<file path="src/rtl/fbm_pkg.sv">
package fbm_pkg;
  localparam int ADDR_W = 4;

  typedef enum logic [ADDR_W-1:0] {
    REG_MLEN   = 4'd0,
    REG_TLEN   = 4'd1,
    REG_SLEN   = 4'd2,
    REG_MCNT   = 4'd3,
    REG_TCNT   = 4'd4,
    REG_SCNT   = 4'd5,
    REG_STAT   = 4'd6,
    REG_WDG_TS = 4'd7,
    REG_TXE_N  = 4'd8,
    REG_TXE_TS = 4'd9
  } reg_addr_e;
endpackage

</file>
<file path="src/rtl/fbm_sync.sv">
module fbm_sync #(
  parameter int             W       = 1,
  parameter logic [W-1:0]   RST_VAL = '0
) (
  input  logic         clk_i,
  input  logic         rst_ni,
  input  logic [W-1:0] d_i,
  output logic [W-1:0] q_o
);
  logic [W-1:0] meta_q, sync_q;

  always_ff @(posedge clk_i or negedge rst_ni) begin
    if (!rst_ni) begin
      meta_q <= RST_VAL;
      sync_q <= RST_VAL;
    end else begin
      meta_q <= d_i;
      sync_q <= meta_q;
    end
  end

  assign q_o = sync_q;
endmodule

</file>
<file path="src/rtl/fbm_macro.sv">
module fbm_macro #(
  parameter int W = 32
) (
  input  logic         clk_i,
  input  logic         rst_ni,
  input  logic [W-1:0] len_i,
  output logic [W-1:0] cnt_o,
  output logic         wrap_o
);
  logic [W-1:0] cnt_q;
  logic         run;

  assign run    = (len_i != '0);
  // >= covers a length shrunk below the live count
  assign wrap_o = run && (cnt_q >= len_i - 1'b1);

  always_ff @(posedge clk_i or negedge rst_ni) begin
    if (!rst_ni)     cnt_q <= '0;
    else if (wrap_o) cnt_q <= '0;
    else if (run)    cnt_q <= cnt_q + 1'b1;
  end

  assign cnt_o = cnt_q;

  p_count_step_r2: assert property (@(posedge clk_i) disable iff (!rst_ni)
    (run && !wrap_o) |=> (cnt_q == $past(cnt_q) + 1'b1));
  p_wrap_zero_r2: assert property (@(posedge clk_i) disable iff (!rst_ni)
    wrap_o |=> (cnt_q == '0));
endmodule

</file>
<file path="src/rtl/fbm_timer.sv">
module fbm_timer #(
  parameter int W = 32
) (
  input  logic         clk_i,
  input  logic         rst_ni,
  input  logic         start_i,
  input  logic [W-1:0] len_i,
  output logic [W-1:0] cnt_o,
  output logic         exp_o
);
  logic [W-1:0] cnt_q;
  logic         run_q;

  assign exp_o = run_q && (cnt_q == len_i);

  always_ff @(posedge clk_i or negedge rst_ni) begin
    if (!rst_ni) begin
      cnt_q <= '0;
      run_q <= 1'b0;
    end else if (start_i) begin
      cnt_q <= '0;
      run_q <= 1'b1;
    end else if (run_q) begin
      if (cnt_q == len_i) run_q <= 1'b0;
      else                cnt_q <= cnt_q + 1'b1;
    end
  end

  assign cnt_o = cnt_q;

  p_exp_pulse_r3: assert property (@(posedge clk_i) disable iff (!rst_ni)
    (exp_o && !start_i) |=> !exp_o);
  p_hold_r3: assert property (@(posedge clk_i) disable iff (!rst_ni)
    (!run_q && !start_i) |=> $stable(cnt_q));
endmodule

</file>
<file path="src/rtl/fbm_status.sv">
module fbm_status #(
  parameter int CNT_W = 32,
  parameter int TXE_W = 8
) (
  input  logic             clk_i,
  input  logic             rst_ni,
  input  logic             drv_rst_i,
  input  logic             new_cycle_i,
  input  logic [CNT_W-1:0] mcnt_i,
  input  logic             wdg_act_i,
  input  logic             txe_i,
  output logic             wdg_flag_o,
  output logic [CNT_W-1:0] wdg_ts_o,
  output logic [TXE_W-1:0] txe_cnt_o,
  output logic [CNT_W-1:0] txe_ts_o
);
  localparam logic [TXE_W-1:0] TXE_MAX = {TXE_W{1'b1}};

  logic             wdg_d_q, txe_d_q;
  logic             wdg_rise, txe_rise, clr;
  logic             wdg_flag_q, wdg_seen_q, txe_seen_q;
  logic [CNT_W-1:0] wdg_ts_q, txe_ts_q;
  logic [TXE_W-1:0] txe_cnt_q;

  assign wdg_rise = wdg_act_i & ~wdg_d_q;
  assign txe_rise = txe_i & ~txe_d_q;
  assign clr      = new_cycle_i | drv_rst_i;

  always_ff @(posedge clk_i or negedge rst_ni) begin
    if (!rst_ni) begin
      wdg_d_q <= 1'b0;
      txe_d_q <= 1'b0;
    end else begin
      wdg_d_q <= wdg_act_i;
      txe_d_q <= txe_i;
    end
  end

  // sticky until driver reset
  always_ff @(posedge clk_i or negedge rst_ni) begin
    if (!rst_ni)        wdg_flag_q <= 1'b0;
    else if (drv_rst_i) wdg_flag_q <= 1'b0;
    else if (wdg_act_i) wdg_flag_q <= 1'b1;
  end

  always_ff @(posedge clk_i or negedge rst_ni) begin
    if (!rst_ni) begin
      wdg_ts_q   <= '0;
      wdg_seen_q <= 1'b0;
    end else if (clr) begin
      wdg_ts_q   <= '0;
      wdg_seen_q <= 1'b0;
    end else if (wdg_rise && !wdg_seen_q) begin
      wdg_ts_q   <= mcnt_i;
      wdg_seen_q <= 1'b1;
    end
  end

  always_ff @(posedge clk_i or negedge rst_ni) begin
    if (!rst_ni) begin
      txe_cnt_q  <= '0;
      txe_ts_q   <= '0;
      txe_seen_q <= 1'b0;
    end else if (clr) begin
      txe_cnt_q  <= '0;
      txe_ts_q   <= '0;
      txe_seen_q <= 1'b0;
    end else if (txe_rise) begin
      if (txe_cnt_q != TXE_MAX) txe_cnt_q <= txe_cnt_q + 1'b1;
      if (!txe_seen_q) begin
        txe_ts_q   <= mcnt_i;
        txe_seen_q <= 1'b1;
      end
    end
  end

  assign wdg_flag_o = wdg_flag_q;
  assign wdg_ts_o   = wdg_ts_q;
  assign txe_cnt_o  = txe_cnt_q;
  assign txe_ts_o   = txe_ts_q;

  p_wdg_sticky_r4: assert property (@(posedge clk_i) disable iff (!rst_ni)
    (wdg_flag_q && !drv_rst_i) |=> wdg_flag_q);
  p_ts_once_r6: assert property (@(posedge clk_i) disable iff (!rst_ni)
    (wdg_seen_q && !clr) |=> $stable(wdg_ts_q));
  p_wdg_clear_r7: assert property (@(posedge clk_i) disable iff (!rst_ni)
    new_cycle_i |=> (wdg_ts_q == '0));
  p_no_wrap_r10: assert property (@(posedge clk_i) disable iff (!rst_ni)
    (txe_cnt_q == TXE_MAX && !clr) |=> (txe_cnt_q == TXE_MAX));
  p_txe_clear_r11: assert property (@(posedge clk_i) disable iff (!rst_ni)
    new_cycle_i |=> (txe_cnt_q == '0 && txe_ts_q == '0));
endmodule

</file>
<file path="src/rtl/fbus_timing_monitor.sv">
module fbus_timing_monitor
  import fbm_pkg::*;
#(
  parameter int CNT_W = 32,
  parameter int TXE_W = 8
) (
  input  logic              clk_i,
  input  logic              rst_ni,
  input  logic              drv_rst_i,
  input  logic              wr_en_i,
  input  logic [ADDR_W-1:0] addr_i,
  input  logic [CNT_W-1:0]  wdata_i,
  output logic [CNT_W-1:0]  rdata_o,
  input  logic              turn_start_i,
  input  logic              sil_start_i,
  input  logic              wdg_ni,
  input  logic              cd_i,
  input  logic              txe_i,
  output logic              new_cycle_o,
  output logic              turn_exp_o,
  output logic              sil_exp_o
);
  logic [CNT_W-1:0] mlen_q, tlen_q, slen_q;
  logic [CNT_W-1:0] mcnt, tcnt, scnt, wdg_ts, txe_ts;
  logic [TXE_W-1:0] txe_cnt;
  logic [2:0]       pins_s;
  logic             wdg_flag;

  always_ff @(posedge clk_i or negedge rst_ni) begin
    if (!rst_ni) begin
      mlen_q <= '0;
      tlen_q <= '0;
      slen_q <= '0;
    end else if (wr_en_i) begin
      case (addr_i)
        REG_MLEN: mlen_q <= wdata_i;
        REG_TLEN: tlen_q <= wdata_i;
        REG_SLEN: slen_q <= wdata_i;
        default: ;
      endcase
    end
  end

  // bit0 watchdog (idle high), bit1 carrier, bit2 tx error
  fbm_sync #(.W(3), .RST_VAL(3'b001)) u_sync (
    .clk_i (clk_i),
    .rst_ni(rst_ni),
    .d_i   ({txe_i, cd_i, wdg_ni}),
    .q_o   (pins_s)
  );

  fbm_macro #(.W(CNT_W)) u_macro (
    .clk_i (clk_i),
    .rst_ni(rst_ni),
    .len_i (mlen_q),
    .cnt_o (mcnt),
    .wrap_o(new_cycle_o)
  );

  fbm_timer #(.W(CNT_W)) u_turn (
    .clk_i  (clk_i),
    .rst_ni (rst_ni),
    .start_i(turn_start_i),
    .len_i  (tlen_q),
    .cnt_o  (tcnt),
    .exp_o  (turn_exp_o)
  );

  fbm_timer #(.W(CNT_W)) u_sil (
    .clk_i  (clk_i),
    .rst_ni (rst_ni),
    .start_i(sil_start_i),
    .len_i  (slen_q),
    .cnt_o  (scnt),
    .exp_o  (sil_exp_o)
  );

  fbm_status #(.CNT_W(CNT_W), .TXE_W(TXE_W)) u_status (
    .clk_i      (clk_i),
    .rst_ni     (rst_ni),
    .drv_rst_i  (drv_rst_i),
    .new_cycle_i(new_cycle_o),
    .mcnt_i     (mcnt),
    .wdg_act_i  (~pins_s[0]),
    .txe_i      (pins_s[2]),
    .wdg_flag_o (wdg_flag),
    .wdg_ts_o   (wdg_ts),
    .txe_cnt_o  (txe_cnt),
    .txe_ts_o   (txe_ts)
  );

  always_comb begin
    case (addr_i)
      REG_MLEN:   rdata_o = mlen_q;
      REG_TLEN:   rdata_o = tlen_q;
      REG_SLEN:   rdata_o = slen_q;
      REG_MCNT:   rdata_o = mcnt;
      REG_TCNT:   rdata_o = tcnt;
      REG_SCNT:   rdata_o = scnt;
      REG_STAT:   rdata_o = {{(CNT_W-2){1'b0}}, pins_s[1], wdg_flag};
      REG_WDG_TS: rdata_o = wdg_ts;
      REG_TXE_N:  rdata_o = {{(CNT_W-TXE_W){1'b0}}, txe_cnt};
      REG_TXE_TS: rdata_o = txe_ts;
      default:    rdata_o = '0;
    endcase
  end

  p_len_write_r1: assert property (@(posedge clk_i) disable iff (!rst_ni)
    (wr_en_i && addr_i == REG_MLEN) |=> (mlen_q == $past(wdata_i)));
endmodule

</file>
<file path="config.mk">
export PLATFORM = sky130hd
export DESIGN_NAME = fbus_timing_monitor
export DESIGN_NICKNAME = d
export VERILOG_FILES = /design/src/rtl/fbm_pkg.sv /design/src/rtl/fbm_sync.sv /design/src/rtl/fbm_macro.sv /design/src/rtl/fbm_timer.sv /design/src/rtl/fbm_status.sv /design/src/rtl/fbus_timing_monitor.sv
export SDC_FILE = /design/constraint.sdc
export NUM_CORES = 1
export LEC_CHECK = 0
export ABC_AREA = 1
export BUFFER_PORTS_ARGS = -buffer_cell sky130_fd_sc_hd__buf_2
export CAP_MARGIN = 20
export CORE_MARGIN = 5
export CORE_UTILIZATION = 50
export CTS_CLUSTER_SIZE = 30
export DETAILED_ROUTE_END_ITERATION = 7
export GPL_TIMING_DRIVEN = 0
export PLACE_DENSITY_LB_ADDON = 0.08
export SYNTH_ARGS = -nofsm -noshare
export SYNTH_HDL_FRONTEND = slang
export SYNTH_SLANG_ARGS = --single-unit
</file>
<file path="constraint.sdc">
create_clock -name clk_i -period 9.9 [get_ports clk_i]
set_input_delay 0 -clock clk_i [delete_from_list [all_inputs] [get_ports clk_i]]
set_output_delay 0 -clock clk_i [all_outputs]
set_load 0.01 [all_outputs]
</file>
* Word-level counts from Yosys, hierarchy flattened
Cells that the tools add are included.
** Cells by class
- Equality and inequality tests :: 16
- Shifts and indexed selects :: 0
- Reductions and logical operators :: 20
- $mul :: 0
- Mux-type cells :: 29
- Bitwise operators :: 6
- Divide/modulo/power cells :: 0
- Order comparisons :: 1
- Add/sub/neg operators :: 5
** Operator list (number)
- $mux 32 :: 13
- $pmux 32 s10 :: 1
- $add 32x1->32 const B :: 3
- $eq 32x32->1 :: 2
- $ge 32x32->1 :: 1
- $reduce_bool 32->1 :: 1
- $sub 32x1->32 const B :: 1
- $mux 8 :: 3
- $eq 4x3->1 const B :: 4
- $reduce_and 2->1 :: 7
- $mux 1 :: 12
- $reduce_bool 2->1 :: 6
- $add 8x1->8 const B :: 1
- $eq 4x2->1 const B :: 2
- $eq 4x4->1 const B :: 2
- $ne 8x8->1 const B :: 1
- $ne 2x2->1 const B :: 3
- $eq 4x1->1 const B :: 1
- $logic_and 1x1->1 :: 4
- $logic_not 4->1 :: 1
- $not 1->1 :: 3
- $and 1x1->1 :: 2
- $ne 2x1->1 const B :: 1
- $logic_not 1->1 :: 1
- $or 1x1->1 :: 1
** Storage, ports and cells
- Input port bits :: 45
- Register bits :: 277
- Bits in read-only memories :: 0
- Memory bits (writable) :: 0
- Memories kept :: 0
- Bits in latches :: 0
- Output and inout port bits :: 35

* Longest topological paths before layout
- Depth after elaboration :: 6
- Depth in mapped cells :: 24
- Gate-level depth less buffers :: 22

* By module
From an unflattened synthesis, not the netlist that was laid out.
** Second synthesis, totals
- Cells, all modules :: 2898
- Area total of the unflattened synthesis :: 19413.6 um^2
** By module, submodules not included
- fbm_timer :: cells an instance 446, instances 2, area each 2984.1 um^2, seq. area each 825.8 um^2
- fbus_timing_monitor :: cells an instance 904, instances 1, area each 5806.8 um^2, seq. area each 2402.3 um^2
- fbm_macro :: cells an instance 665, instances 1, area each 4027.6 um^2, seq. area each 800.8 um^2
- fbm_status :: cells an instance 431, instances 1, area each 3458.3 um^2, seq. area each 1926.8 um^2
- fbm_sync :: cells an instance 6, instances 1, area each 152.6 um^2, seq. area each 152.6 um^2

* Worst setup path after synthesis
No wires, ideal clock.
- Path kind :: register -> register
- From :: reg mlen_q[0]
- To :: reg u_status.txe_ts_q[14], in the netlist u_status.txe_ts_o[14]
- Stages on the path, launching flop included :: 21
- Required time :: 9.781 ns
- Path buffers :: 2
- Slack :: 6.698 ns
- Arrival time :: 3.083 ns
- Cell sequence :: dfrtp_1 > inv_1 > ha_1 > nand3_2 > nor2_1 > nand4_2 > nor3_1 > nand4_1 > xor2_1 > ha_1 > nand2_1 > nor2_1 > nand4_1 > a21oi_1 > nor2_1 > nand2_1 > nand2_2 > buf_6 > buf_6 > nand4_1 > nand2_1
** On the way
- Longest elaborated chain between the ends :: 6
- Elaborated cells on any way between the ends :: 9
** RTL lines
- from (decl) :: line fbus_timing_monitor.sv:23 : logic [CNT_W-1:0] mlen_q, tlen_q, slen_q;
- from (signal assigned) :: line fbus_timing_monitor.sv:36 : REG_MLEN: mlen_q <= wdata_i;
- $sub 32x1->32 :: line fbm_macro.sv:15 : assign wrap_o = run && (cnt_q >= len_i - 1'b1);
- $ge 32x32->1 :: line fbm_macro.sv:15
- $logic_and 1x1->1 (*) :: line fbm_macro.sv:15
- $or 1x1->1 (*) :: line fbm_status.sv:27 : assign clr = new_cycle_i | drv_rst_i;
- $ne 2x1->1 (no line) / $reduce_bool 2->1 (equally long branches)
- $reduce_and 2->1 (no line)
- to (signal assigned) :: line fbm_status.sv:71 : txe_ts_q <= mcnt_i;
- to (decl) :: line fbm_status.sv:22 : logic [CNT_W-1:0] wdg_ts_q, txe_ts_q;
Mark *: on every way between the ends. The rest lies on a longest branch, timed or not.
A chain may end at the register's enable or synchronous reset.

* Worst setup path in the final report
- From :: reg mlen_q[0]
- To :: out new_cycle_o
** On the way
- Longest elaborated chain between the ends :: 3
- Elaborated cells on any way between the ends :: 4
** RTL lines
- $sub 32x1->32 :: line fbm_macro.sv:15
- $ge 32x32->1 :: line fbm_macro.sv:15
- $logic_and 1x1->1 (*) :: line fbm_macro.sv:15
- to (decl) :: line fbus_timing_monitor.sv:19 : output logic new_cycle_o,
Marked as above.

==> out/results.md <==
• **outcome** finished, violations left
• **violations in the final reports** negative hold slack
• **Root Buffer** clkbuf_16
• **highest achievable clock rate** 214 MHz
• **number of placed instances with taps included** 2854
• **Boundary Pins** 80
• **Initial DRT Pass Iterations** 5
• **CTS max path bufs** 3
• **kind of critical path** flip-flop to output port
• **post-synth design cell area** 0.0173 sq mm
• **pin count of the biggest net entering global routing** 115
• **number of distinct library cell variants in the gate-level netlist after synthesis** 48
• **number of standard-cell rows in the floorplan** 68
• **number of nets in the layout** 2559
• **detailed router's first-iteration violation count** 2215
• **overall die area** 0.0385 sq mm
• **Synth Net Count** 2403
• **Area Growth Syn to Fin** 15.6%
• **placeable core region** 0.0344 sq mm
• **WHS** -0.0207 ns
• **final count of hold timing violations** 5
• **Leak Pwr** 9.26 nW
• **arrival time worst endpoint** 4.68 ns
• **Power Total** 3.47 mW
• **required time of the worst setup path** 9.90 ns
• **detailed placement HPWL** 54500 um
• **portion of the clock cycle consumed by the worst path in the final layout** 0.472
• **Die Width** 196 um
• **min Tclk post-route** 4.68 ns
• **mean area per synthesized cell** 7.46 sq um
• **wire length of the first global-routing pass** 106000 um
• **capturing element type of the critical path** output port
• **Starting Density** 0.504
• **unrepaired setup endpoints after global routing** no
• **final worst setup slack** 5.22 ns
• **peak fanout along the critical path** 10
• **sequential fraction of the synthesis area** 0.400
• **path depth of the worst reg2reg path** 20
• **total number of H-tree levels** 2
• **Detail Route Antenna Nets** 0
• **largest vdd supply drop** 0.000144 V
• **proportion of layout cells with a drive suffix above 1** 0.0807
• **DRC errors left** 0
• **worst min-delay path category** primary input to asynchronous set/reset pin
• **total grt overflow** 0
• **final antenna diode count** 0
• **Least-Margin Pin Slew** 0.893 ns
• **total clock buffers created by CTS** 35
• **clock sink total** 277
• **count of warnings emitted by yosys** 0
• **ratio of total power to cell area** 173 mW/mm^2
• **Chip Height** 196 um
• **number of synthesized flops with an enable pin** 0
• **total setup violations reported at the end of the flow** 0
• **final setup skew** 0.0142 ns
• **non-filler cells in the finished layout** 2957
• **Setup TNS** 0 ns
• **number of vias per cell** 5.96
• **number of instances in the synthesized netlist** 2320
• **Synth Register Bits** 277
• **final design instance area without fill** 0.0200 sq mm
• **post-place setup slack** 5.68 ns
• **flip-flop cell with the highest count after synthesis** dfrtp_1
• **CTS clock-pin slew for the worst setup and hold paths** 0.06 ns
• **count of maximum capacitance violations** 0
• **Routed Wire Length** 70100 um
• **type of element launching the critical path** flip-flop
• **count of pins over their slew limit** 0
• **via count of the first global-routing pass** 17000
• **async set-or-reset flop fraction in the synthesized netlist** 1.00
• **Post-Route Utilization** 0.583
• **via count** 17600
• **buffers added on ports** 77
• **antenna violations before repair** 0
• **clock latency on the worst-skew pair** 0.54 ns
• **area post-placement** 0.0183 sq mm
• **routed wirelength normalized by instance count** 23.7 um
• **Rel. slew slack** 0.404
• **clock tree from TritonCTS** yes
• **routability congestion estimate from global placement** 1.01
• **number of filler instances in the final layout** 3317
• **total global-route track usage** 0.360
## layout by cell type (no fill, tap or decap), types with 37 or more instances in the layout
cell	netlist	final
nor2_1	230	230
nand3_1	63	63
nand2_1	636	636
dfrtp_1	275	275
inv_1	208	208
xor2_1	90	90
o21ai_0	134	134
ha_1	38	38
nand4_1	174	174
dlygate4sd3_1	0	39
a221oi_1	49	49
clkbuf_16	0	37
clkbuf_1	81	86
xnor2_1	69	69
nor3_1	71	71
buf_2	24	100
## critical path, cell delays in order, from the launching register on
cell and delay, ns:
dfrtp_1 0.45, inv_1 0.14, ha_1 0.21, nand3_2 0.13, nor2_1 0.24, nand4_2 0.25
nor3_1 0.52, nand4_1 0.19, xor2_1 0.19, ha_1 0.28, nand2_1 0.07, nor2_1 0.14
nand4_1 0.17, a21oi_1 0.15, nor2_1 0.07, nand2_1 0.23, nand2_2 0.17, buf_6 0.20
inv_2 0.16, buf_2 0.16
## Yosys cell counts, types with 34 or more instances
library cell / n / share of area
nand4_1: 174 / 0.063
xnor2_1: 69 / 0.035
xor2_1: 90 / 0.046
o21ai_0: 134 / 0.039
inv_1: 208 / 0.045
clkbuf_1: 81 / 0.018
nor2_1: 230 / 0.050
dfrtp_1: 275 / 0.40
nand3_1: 63 / 0.018
nand2_1: 636 / 0.14
nor3_1: 71 / 0.021
a221oi_1: 49 / 0.025
ha_1: 38 / 0.027
a21oi_1: 34 / 0.0098
## where the power goes
group	internal (mW)	switching [mW]
Clock	0.907	0.538
Sequential	1.24	0.174
Combinational	0.227	0.383
## path summary, 6_finish.rpt
check                                 start               endpoint  slack (ns)
hold / removal                       rst_ni        u_sil.cnt_o[31]       -0.02
min in group clk_i             turn_start_i        u_turn.cnt_o[3]        0.02
setup / recovery                  mlen_q[0]            new_cycle_o        5.22
max in group asynchronous            rst_ni  u_status.wdg_ts_o[23]        8.39
hold reg to reg            u_sync.meta_q[0]          u_sync.q_o[0]        0.36
setup reg to reg                  mlen_q[0]  u_status.wdg_ts_o[30]        5.64
## repair_timing
action	in CTS	in global routing
buffers inserted	0	0
hold endpoints to repair	231	0
hold buffers	39	0
gates resized for setup	0	0
## state kept, by name, summed over array words and instances (netlist names)
register / cells
mlen_q: 32
slen_q: 32
tlen_q: 32
u_macro.cnt_o: 32
u_sil.cnt_o: 32
u_status.txe_ts_o: 32
u_status.wdg_ts_o: 32
u_turn.cnt_o: 32
u_status.txe_cnt_o: 8
u_sync.meta_q: 3
u_sync.q_o: 3
u_sil.run_q: 1
u_status.txe_d_q: 1
u_status.txe_seen_q: 1
u_status.wdg_d_q: 1
u_status.wdg_flag_o: 1
u_status.wdg_seen_q: 1
u_turn.run_q: 1
## kinds of logic after synthesis
logic type                 after synthesis  synth area share
xor gates and xnor gates               159            0.0804
adders and majority gates               38            0.0275
AOI/OAI and AO/OA                      296             0.105
DFF                                    277             0.400
and+or+nand+nor                       1209             0.305
buffers and inverters                  341            0.0822
## layer usage
layer | GRT usage | vias up | part of all wire
met5 | 0 | - | 0
met4 | 0.216 | 0 | 0.074
met3 | 0.0543 | 257 | 0.081
met2 | 0.586 | 937 | 0.46
met1 | 0.455 | 8399 | 0.38
li1 | - | 8045 | -
## layout make-up
class                           count  area [sq um]  share of cell area
Sequential cell                   277          6930               0.346
Clock buffer                       51          1070              0.0534
Multi-Input combinational cell   1702          8960               0.447
Inverter                          214           803              0.0401
Clock inverter                     12           220              0.0110
Buffer                            127           621              0.0310
Tap cell                          455           569              0.0284
Timing Repair Buffer              119           848              0.0424
Power figures use the tool's default switching activity.
